$ cat src/rtl/tmr_oc_pkg.sv
package tmr_oc_pkg;
  typedef enum logic [2:0] {
    OCM_FROZEN = 3'b000,
    OCM_SET    = 3'b001,
    OCM_CLR    = 3'b010,
    OCM_TOGGLE = 3'b011,
    OCM_LOW    = 3'b100,
    OCM_HIGH   = 3'b101,
    OCM_PWM_A  = 3'b110,
    OCM_PWM_B  = 3'b111
  } oc_mode_e;
endpackage

$ cat src/rtl/tmr_oc_ccr.sv
// Double-buffered compare register: byte-wise staging, guarded shadow.
module tmr_oc_ccr #(
  parameter int BYTE_W = 8
) (
  input  logic                clk,
  input  logic                rst,
  input  logic                wr_hi,
  input  logic                wr_lo,
  input  logic [BYTE_W-1:0]   wr_data,
  input  logic                preload_en,
  input  logic                upd_evt,
  output logic [2*BYTE_W-1:0] shadow_q,
  output logic                wip_q
);
  localparam int NLANES = 2;
  localparam int W      = NLANES * BYTE_W;

  logic [W-1:0]      stage_q;
  logic [NLANES-1:0] lane_we;

  assign lane_we = {wr_hi, wr_lo};

  for (genvar i = 0; i < NLANES; i++) begin : g_lane
    always_ff @(posedge clk) begin
      if (rst)
        stage_q[i*BYTE_W +: BYTE_W] <= '0;
      else if (lane_we[i])
        stage_q[i*BYTE_W +: BYTE_W] <= wr_data;
    end
  end

  always_ff @(posedge clk) begin
    if (rst)        wip_q <= 1'b0;
    else if (wr_lo) wip_q <= 1'b0;
    else if (wr_hi) wip_q <= 1'b1;
  end

  always_ff @(posedge clk) begin
    if (rst)
      shadow_q <= '0;
    else if (!wip_q && (!preload_en || upd_evt))
      shadow_q <= stage_q;
  end
endmodule

$ cat src/rtl/tmr_oc_cmp.sv
// Counter against shadow compare value.
module tmr_oc_cmp #(
  parameter int W = 16
) (
  input  logic [W-1:0] cnt,
  input  logic [W-1:0] cmp_val,
  output logic         eq,
  output logic         gt
);
  assign eq = (cnt == cmp_val);
  assign gt = (cnt >  cmp_val);
endmodule

$ cat src/rtl/tmr_oc_refgen.sv
// Mode controller producing the registered reference waveform.
module tmr_oc_refgen
  import tmr_oc_pkg::*;
(
  input  logic       clk,
  input  logic       rst,
  input  logic [2:0] mode,
  input  logic       eq,
  input  logic       gt,
  input  logic       clr,
  output logic       ref_q
);
  oc_mode_e m;
  logic     nxt;

  assign m = oc_mode_e'(mode);

  always_comb begin
    nxt = ref_q;
    unique case (m)
      OCM_FROZEN: nxt = ref_q;
      OCM_SET:    if (eq) nxt = 1'b1;
      OCM_CLR:    if (eq) nxt = 1'b0;
      OCM_TOGGLE: if (eq) nxt = ~ref_q;
      OCM_LOW:    nxt = 1'b0;
      OCM_HIGH:   nxt = 1'b1;
      OCM_PWM_A:  nxt = ~(eq | gt);
      OCM_PWM_B:  nxt = eq | gt;
      default:    nxt = ref_q;
    endcase
  end

  always_ff @(posedge clk) begin
    if (rst)      ref_q <= 1'b0;
    else if (clr) ref_q <= 1'b0;
    else          ref_q <= nxt;
  end
endmodule

$ cat src/rtl/tmr_oc_channel.sv
// Output compare channel top.
module tmr_oc_channel #(
  parameter int BYTE_W = 8
) (
  input  logic                clk,
  input  logic                rst,
  input  logic [2*BYTE_W-1:0] cnt,
  input  logic                upd_evt,
  input  logic                wr_hi,
  input  logic                wr_lo,
  input  logic [BYTE_W-1:0]   wr_data,
  input  logic                preload_en,
  input  logic [2:0]          oc_mode,
  input  logic                ref_clr_en,
  input  logic                ext_clr,
  input  logic                out_pol,
  input  logic                ch_en,
  output logic                oc_ref,
  output logic                oc_pin,
  output logic                match_flag
);
  localparam int CNT_W = 2 * BYTE_W;

  logic [CNT_W-1:0] shadow_val;
  logic             wip;
  logic             cmp_eq, cmp_gt;

  tmr_oc_ccr #(.BYTE_W(BYTE_W)) u_ccr (
    .clk(clk), .rst(rst), .wr_hi(wr_hi), .wr_lo(wr_lo), .wr_data(wr_data),
    .preload_en(preload_en), .upd_evt(upd_evt),
    .shadow_q(shadow_val), .wip_q(wip)
  );

  tmr_oc_cmp #(.W(CNT_W)) u_cmp (
    .cnt(cnt), .cmp_val(shadow_val), .eq(cmp_eq), .gt(cmp_gt)
  );

  tmr_oc_refgen u_ref (
    .clk(clk), .rst(rst), .mode(oc_mode), .eq(cmp_eq), .gt(cmp_gt),
    .clr(ref_clr_en & ext_clr), .ref_q(oc_ref)
  );

  always_ff @(posedge clk) begin
    if (rst) begin
      match_flag <= 1'b0;
      oc_pin     <= 1'b0;
    end else begin
      match_flag <= cmp_eq;
      oc_pin     <= ch_en ? (oc_ref ^ out_pol) : out_pol;
    end
  end
endmodule

$ cat config.mk
export PLATFORM = sky130hd
export DESIGN_NAME = tmr_oc_channel
export DESIGN_NICKNAME = d
export VERILOG_FILES = /design/src/rtl/tmr_oc_pkg.sv /design/src/rtl/tmr_oc_ccr.sv /design/src/rtl/tmr_oc_cmp.sv /design/src/rtl/tmr_oc_refgen.sv /design/src/rtl/tmr_oc_channel.sv
export SDC_FILE = /design/constraint.sdc
export NUM_CORES = 1
export LEC_CHECK = 0
export BUFFER_PORTS_ARGS = -buffer_cell sky130_fd_sc_hd__buf_2
export CELL_PAD_IN_SITES_DETAIL_PLACEMENT = 0
export CELL_PAD_IN_SITES_GLOBAL_PLACEMENT = 2
export CORE_ASPECT_RATIO = 0.75
export CORE_MARGIN = 10
export CORE_UTILIZATION = 30
export CTS_BUF_LIST = sky130_fd_sc_hd__clkbuf_8
export DETAILED_ROUTE_END_ITERATION = 16
export HOLD_SLACK_MARGIN = 0.08
export PLACE_DENSITY_LB_ADDON = 0.08
export REMOVE_ABC_BUFFERS = 1
export SLEW_MARGIN = 20
export SYNTH_ARGS = -nofsm -noshare
export SYNTH_HDL_FRONTEND = slang
export SYNTH_SLANG_ARGS = --single-unit
export TNS_END_PERCENT = 1
$ cat constraint.sdc
create_clock -name clk -period 1.5 [get_ports clk]
set_input_delay 0.15 -clock clk [delete_from_list [all_inputs] [get_ports clk]]
set_output_delay 0.15 -clock clk [all_outputs]
set_load 0.05 [all_outputs]
==> metrics.md, run 1 <==
| Metric | Value |
|---|---|
| Warnings from Yosys | 0 |
| Initial antenna violation count | 0 |
| Synth cell types | 31 |
| Synthesized flop and latch total | 36 |
| Most frequent cells after synthesis | nor2_1, dfxtp_1, mux2i_1 |
| Vias/cell | 4.479 |
| Final HPWL DP | roughly 3200 um |
| Critical Path Source Type | flip-flop |
| Clock Skews | around 7.0 ps |
| Cells after Synth | 183 |
| Post-synth EDFFs | 0 |
| Post-layout min period | ~1600 ps |
| Peak supply drop | roughly 0.00040 V |
| Post-placement cell area | around 2100 um2 |
| Seq/Total Area, Yosys | around 40% |
| Core Box Area | roughly 5700 um2 |
| Flop-to-flop setup slack | -140 ps |
| Critical path required time | 1710 ps |
| Fraction of layout cells with a size suffix above 1 | 40.00% |
| Hold_buf cts | 0 |
| Diode count | 0 |
| Failing checks | negative setup slack |
| Largest net degree at the start of global routing | 36 |
| Drt pass-1 iters | 5 |
| Post-layout instance area | roughly 2500 um2 |
| Die W | 108.3 um |
| Total grt overflow | 0 |
| Rel. slew slack | 74.71% |
| MaxCap Viol Count | 0 |
| Clk buf depth | 2 |
| CTS buffer count | 5 |
| Critical path class | reg2reg |
| Vias after detailed routing | 1402 |
| Status | finished, violations left |
| Layout fillers | around 560 |
| Area grow syn2layout | 39.94% |
| CTS tree | done |
| Placed Cells | ~300 |
| Per-cell routed wire length | approximately 14 um |
| Rows | 24 |
| Antenna viol nets, final | 0 |
| I/O Pins | 40 |
| Final WS setup | -143.5 ps |
| Synth top area cells | dfxtp_1, mux2i_1, ha_1, nor2_1, inv_1 |
| RSZ-0062 raised after global routing | true |
| Post-Route WL | 4371 um |
| First DRT Iteration DRCs | 40 |
| Fmax | 608.5 MHz |
| Util after Layout | a little over two fifths |
| Cell area power density | 938.6 nW/um2 |
| Overall Global Routing Usage | 9.625% |
| Sink Count | 36 |
| Non-Filler Instances | ~310 |
| Clock Latency Late Sink | 290 ps |
| Top-area cell type share of the netlist area | slightly above 40% |
| Cell taking the most area after synthesis | dfxtp_1 |
| Nets | between 200 and 300 |
| Ys flop type | dfxtp_1 |
| Asr flop ratio synth | 0% |
| Mean Syn Cell Area | about 9.6 um2 |
| Worst Hold Class | in2reg |
| Port bufs | 39 |
| H-Tree Depth | 2 |
| Final period util | 109.6% |
| Die Y | between 80 and 90 um |
| Gpl congestion | about 0.75 |
| DRC Markers | 0 |
| Final number of hold-violating endpoints | 0 |
| Tightest Pin Transition | roughly 380 ps |
| Leak | about 0.0011 uW |
| Mapped cell area | 1754 um2 |
| Top-count cell post-synth | nor2_1 |
| Final setup fails | 1 |
| Worst Path Arrival | roughly 1900 ps |
| Max-slew violation count | 0 |
| CP Capture Type | flip-flop |
| Root Buffer | clkbuf_8 |
| Pwr Total | around 2300 uW |
| Vias in the first global route | roughly 1500 |
| Die area | between 9000 and 10000 um2 |
| Global-route wire length before repair | 7120 um |
| Clk slew on worst S/H paths | roughly 70 ps |
| Crit path max fanout | 3 |
| Initial core utilization | between 30 and 40% |
metrics by stage:
step           setup slack [ps]  hold slack, ps  setup TNS, ps
2_1_floorplan            -96.41           222.4         -96.41
5_1_grt                  -243.6           103.5         -243.6
3_3_place_gp             -192.7           393.3         -199.5
6_report                 -143.5           103.3         -143.5
3_5_place_dp             -252.5           400.5         -252.5
4_1_cts                  -226.0           93.09         -234.1
cells by family after synthesis:
group / Yosys count / share of synthesized area (%)
buffers and inverters: 24 / 5.706
AOI/OAI and AO/OA: 17 / 7.275
DFF: 36 / 41.08
adders and majority gates: 16 / 11.41
and+or+nand+nor: 57 / 15.76
muxes: 32 / 18.26
xor gates and xnor gates: 1 / 0.4994
final timing paths:
check,from,endpoint,depth (start not counted)
max,u_ccr.shadow_q[12],u_ref.ref_q,7
min,out_pol,oc_pin,3
max reg2reg,u_ccr.shadow_q[12],u_ref.ref_q,7
min reg2reg,u_ccr.shadow_q[2],u_ccr.shadow_q[2],2
where the power goes:
| part | switching (uW) | total (uW) | internal [uW] |
|---|---|---|---|
| registers | 26.2 | 1030 | 1010 |
| logic | 207 | 415 | 208 |
| clock network | 365 | 857 | 492 |
| total | 598 | 2300 | 1710 |
critical path: stages, from the launching register on:
cell and delay [ps]:
dfxtp_1 340, inv_1 80, ha_4 280, nand4_4 110, nor4_4 330, and4bb_1 260
o31ai_2 70, o211ai_1 100
layout make-up:
type	instances	area (um2)	share of cell area (%)
clock buffers	5	68.82	2.803
repair buffers	51	301.5	12.28
multi-input cells	123	1147	46.74
well taps	78	97.59	3.976
inverters	17	63.81	2.599
clock inverters	3	42.54	1.733
flip-flops and latches	36	733.2	29.87
registers in the layout (all words and copies together) (netlist names):
register,cells
u_ccr.wip_q,1
u_ccr.stage_q,16
oc_pin,1
u_ccr.shadow_q,16
match_flag,1
u_ref.ref_q,1
what timing repair did:
action / in CTS / in global routing
buffers inserted: 1 / 1
pin swaps: 7 / 6
endpoints found under the setup margin: 1 / 2
gates resized for setup: 9 / 25
endpoints found under the hold margin: 0 / 0
layout by cell type, fill, tap and decap left out, types with 2 or more instances in the layout:
cell	count
dfxtp_2	10
buf_4	10
nand2_1	5
clkbuf_8	5
dfxtp_1	26
nand2b_1	2
nor2_1	37
a21oi_2	2
nand4_4	2
buf_2	39
nand4_1	3
inv_1	14
ha_4	13
ha_1	3
inv_2	3
a21oi_1	6
mux2i_1	32
routing by layer:
metal	GRT usage, %	wire length (um)
met5	0	0
met3	4.448	305
met1	10.53	1916
met4	3.226	34
met2	16.19	2114
Power figures use the tool's default switching activity.
==> run 2: changes to the inputs <==
--- a/config.mk
+++ b/config.mk
@@ -5,17 +5,19 @@
 export SDC_FILE = /design/constraint.sdc
 export NUM_CORES = 1
 export LEC_CHECK = 0
+export ABC_AREA = 1
 export BUFFER_PORTS_ARGS = -buffer_cell sky130_fd_sc_hd__buf_2
 export CELL_PAD_IN_SITES_DETAIL_PLACEMENT = 0
 export CELL_PAD_IN_SITES_GLOBAL_PLACEMENT = 2
 export CORE_ASPECT_RATIO = 0.75
 export CORE_MARGIN = 10
-export CORE_UTILIZATION = 30
+export CORE_UTILIZATION = 28
 export CTS_BUF_LIST = sky130_fd_sc_hd__clkbuf_8
 export DETAILED_ROUTE_END_ITERATION = 16
-export HOLD_SLACK_MARGIN = 0.08
+export HOLD_SLACK_MARGIN = 0.1
 export PLACE_DENSITY_LB_ADDON = 0.08
 export REMOVE_ABC_BUFFERS = 1
+export SETUP_SLACK_MARGIN = 0.3
 export SLEW_MARGIN = 20
 export SYNTH_ARGS = -nofsm -noshare
 export SYNTH_HDL_FRONTEND = slang
==> metrics.md, run 2 <==
| Metric | Value |
|---|---|
| Root Buffer | clkbuf_8 |
| Die W | 112.1 um (+3.5%) |
| Leak | 0.001057 uW (-1.3%) |
| Rel. slew slack | 80.67% (+6.0 points) |
| CTS tree | done |
| Port bufs | 39 (unchanged) |
| Total grt overflow | 0 (unchanged) |
| Antenna viol nets, final | 0 (unchanged) |
| Ys flop type | dfxtp_1 |
| Top-count cell post-synth | nor2_1 |
| Diode count | 0 (unchanged) |
| Worst Hold Class | in2reg |
| DRC Markers | 0 (unchanged) |
| Cells after Synth | 238 (+30%) |
| CP cell instances | inv_1 -> ha_1 -> nand2_2 -> nor2_1 -> nand2_2 -> o21ai_2 -> nor2_2 -> nand3_1 -> nand3_1 -> nand2_1 -> inv_1 |
| Slowest-stage cell, CP | dfxtp_1 |
| MaxCap Viol Count | 0 (unchanged) |
| Crit path max fanout | 2 (-1) |
| Critical path required time | 1680 ps (-30 ps) |
| Synth top area cells | dfxtp_1, ha_1, nor2_1, o21ai_0, inv_1 |
| Vias in the first global route | 1551 (+2.8%) |
| Clk slew on worst S/H paths | 70 ps (about the same) |
| Warnings from Yosys | 0 (unchanged) |
| Peak supply drop | 0.0003324 V (-17%) |
| Nets | 334 (+16%) |
| Fraction of layout cells with a size suffix above 1 | 31.21% (-8.8 points) |
| Vias after detailed routing | 1562 (+11%) |
| Cell taking the most area after synthesis | dfxtp_1 |
| Complex-gate fraction of the synthesized area | 18.75% (+11 points) |
| Vias/cell | 4.303 (-3.9%) |
| Top flop regs | u_ccr.shadow_q (16), u_ccr.stage_q (16) |
| Die Y | 89.09 um (+3.3%) |
| Synth Area in Adders | 11.24% (-0.18 points) |
| First DRT Iteration DRCs | 25 (-38%) |
| Worst path bufs/invs | 2 (+1) |
| Post-synth EDFFs | 0 (unchanged) |
| Synth cell types | 22 (-29%) |
| Worst Path Arrival | 1680 ps (-180 ps) |
| CP Capture Type | flip-flop |
| Max incr delay on CP | 310 ps (-30 ps) |
| Mapped cell area | 1782 um2 (+1.6%) |
| Post-CTS setup buffer count | 0 (-1) |
| Fmax | 669.9 MHz (+10%) |
| Gpl congestion | 0.7234 (-4.1%) |
| Clock Skews | 7.693 ps (+0.7200 ps) |
| Tightest Pin Transition | 289.6 ps (-89.68 ps) |
| Status | completed |
| Mux contribution to synthesized area | 0% (-18 points) |
| Mean Syn Cell Area | 7.486 um2 (-22%) |
| Fin Setup TNS | 0 ps (+143.5 ps) |
| Area grow syn2layout | 29.92% |
| Top-area cell type share of the netlist area | 40.45% (-0.63 points) |
| Final setup fails | 0 (-1) |
| Largest family of logic cells by synthesized area | simple AND/OR/NAND/NOR gates |
| Initial core utilization | 28.62% (-2.0 points) |
| Non-Filler Instances | 363 (+16%) |
| Largest net degree at the start of global routing | 32 (-11%) |
| Critical Path Source Type | flip-flop |
| Post-layout min period | 1493 ps (-150.7 ps) |
| RSZ-0062 raised after global routing | true |
| Die area | 9987 um2 (+7.0%) |
| Global-route wire length before repair | 7410 um (+4.1%) |
| Final HPWL DP | 3451 um (+6.2%) |
| Placed Cells | 354 (+17%) |
| Max-slew violation count | 0 (unchanged) |
| Final period util | 99.52% (-10 points) |
| Synthesized flop and latch total | 36 (unchanged) |
| Most frequent cells after synthesis | nor2_1, dfxtp_1, inv_1 |
| Commonest non-fill, non-tap cell in the layout | nor2_1 |
| Clk buf depth | 2 (unchanged) |
| Per-cell routed wire length | 12.11 um (-13%) |
| Seq/Total Area, Yosys | 40.45% (-0.63 points) |
| Final number of hold-violating endpoints | 0 (unchanged) |
| Cell area power density | 960.1 nW/um2 (+2.3%) |
| CTS buffer count | 5 (unchanged) |
| I/O Pins | 40 (unchanged) |
| Asr flop ratio synth | 0% (unchanged) |
| Util after Layout | 37.19% (-5.6 points) |
| Critical path class | reg2reg |
| Initial antenna violation count | 0 (unchanged) |
| Overall Global Routing Usage | 9.233% (-0.39 points) |
| Sink Count | 36 (unchanged) |
| H-Tree Depth | 2 (unchanged) |
| Core Box Area | 6225 um2 (+8.5%) |
| Simple-gate area share of the yosys netlist | 20.86% (+5.1 points) |
| Post-Route WL | 4397 um (+0.59%) |
| Cell family with most CP delay | simple AND/OR/NAND/NOR gates |
| Rows | 25 (+4.2%) |
| Synth Area in XOR/XNOR | 0% (-0.50 points) |
| Drt pass-1 iters | 4 (-1) |
| Clock Latency Late Sink | 280 ps (about the same) |
| Most frequent cells in the layout | nor2_1, buf_2, dfxtp_1 |
-- run 2: cell count changes after synthesis, moves of 3 or more --
cell	change
o21ai_1	+8
o21ai_0	+25
inv_1	+13
nand4_1	-3
mux2i_1	-32
nor2_1	+7
nand2_2	+8
a21oi_1	+14
nor2_4	+4
nand2_1	+18
-- run 2: kinds of logic after synthesis --
group | Yosys count
flops | 36
fa+ha+maj | 16
compound gates | 62
buf+inv | 40
simple gates | 84
-- run 2: layout make-up --
type / count / area (um2)
clock buffer: 6 / 82.58
clock inverter: 2 / 7.507
fill: 686 / 3910
inverter: 32 / 122.6
multi-input combinational: 162 / 1030
sequential: 36 / 723.2
tap: 81 / 101.3
timing repair buffer: 44 / 247.7
-- run 2: timing repair --
| item | CTS | global route |
|---|---|---|
| endpoints found under the hold margin | 2 | 0 |
| resized for setup | 12 | 12 |
| pin swaps | 7 | 8 |
| setup endpoints to repair | 2 | 6 |
| hold buffers | 1 | 0 |
-- run 2: power breakdown --
part / switching [uW] / leakage (uW) / internal [uW] / total [uW]
Sequential: 25.3 / 0.000299 / 1030 / 1050
Clock: 337 / 0.0000538 / 361 / 698
Combinational: 272 / 0.000704 / 202 / 474
Total: 634 / 0.00106 / 1590 / 2220
-- run 2: tightest hold or removal path, stage by stage --
cell and delay (ps):
buf_2 90, a21oi_1 40, nor2_1 80
-- run 2: worst paths after layout --
check / from / end / slack [ps] / cells after the start
setup / recovery: u_ccr.shadow_q[11] / u_ref.ref_q / 7 / 11
hold / removal: out_pol / oc_pin / 110 / 3
setup reg to reg: u_ccr.shadow_q[11] / u_ref.ref_q / 7 / 11
hold reg to reg: u_ccr.shadow_q[11] / u_ccr.shadow_q[11] / 460 / 2
-- run 2: stage by stage --
stage,hold slack [ps],setup slack [ps],area [um2],total power (uW)
floorplan,222.4,137.6,1749,1338
global placement,387.4,-42.32,2088,1494
detailed placement,386.0,-28.28,2088,1490
CTS,100.5,30.33,2250,2230
global route,110.6,-141.1,2315,2395
finish,107.7,7.185,2315,2222
-- run 2: layer usage --
metal	share of wire, %	track usage [%]	vias to the layer above
met5	0	0	-
met4	0.52	2.414	0
met3	4.1	3.152	2
met2	43	13.33	24
met1	53	12.70	685
li1	-	-	851
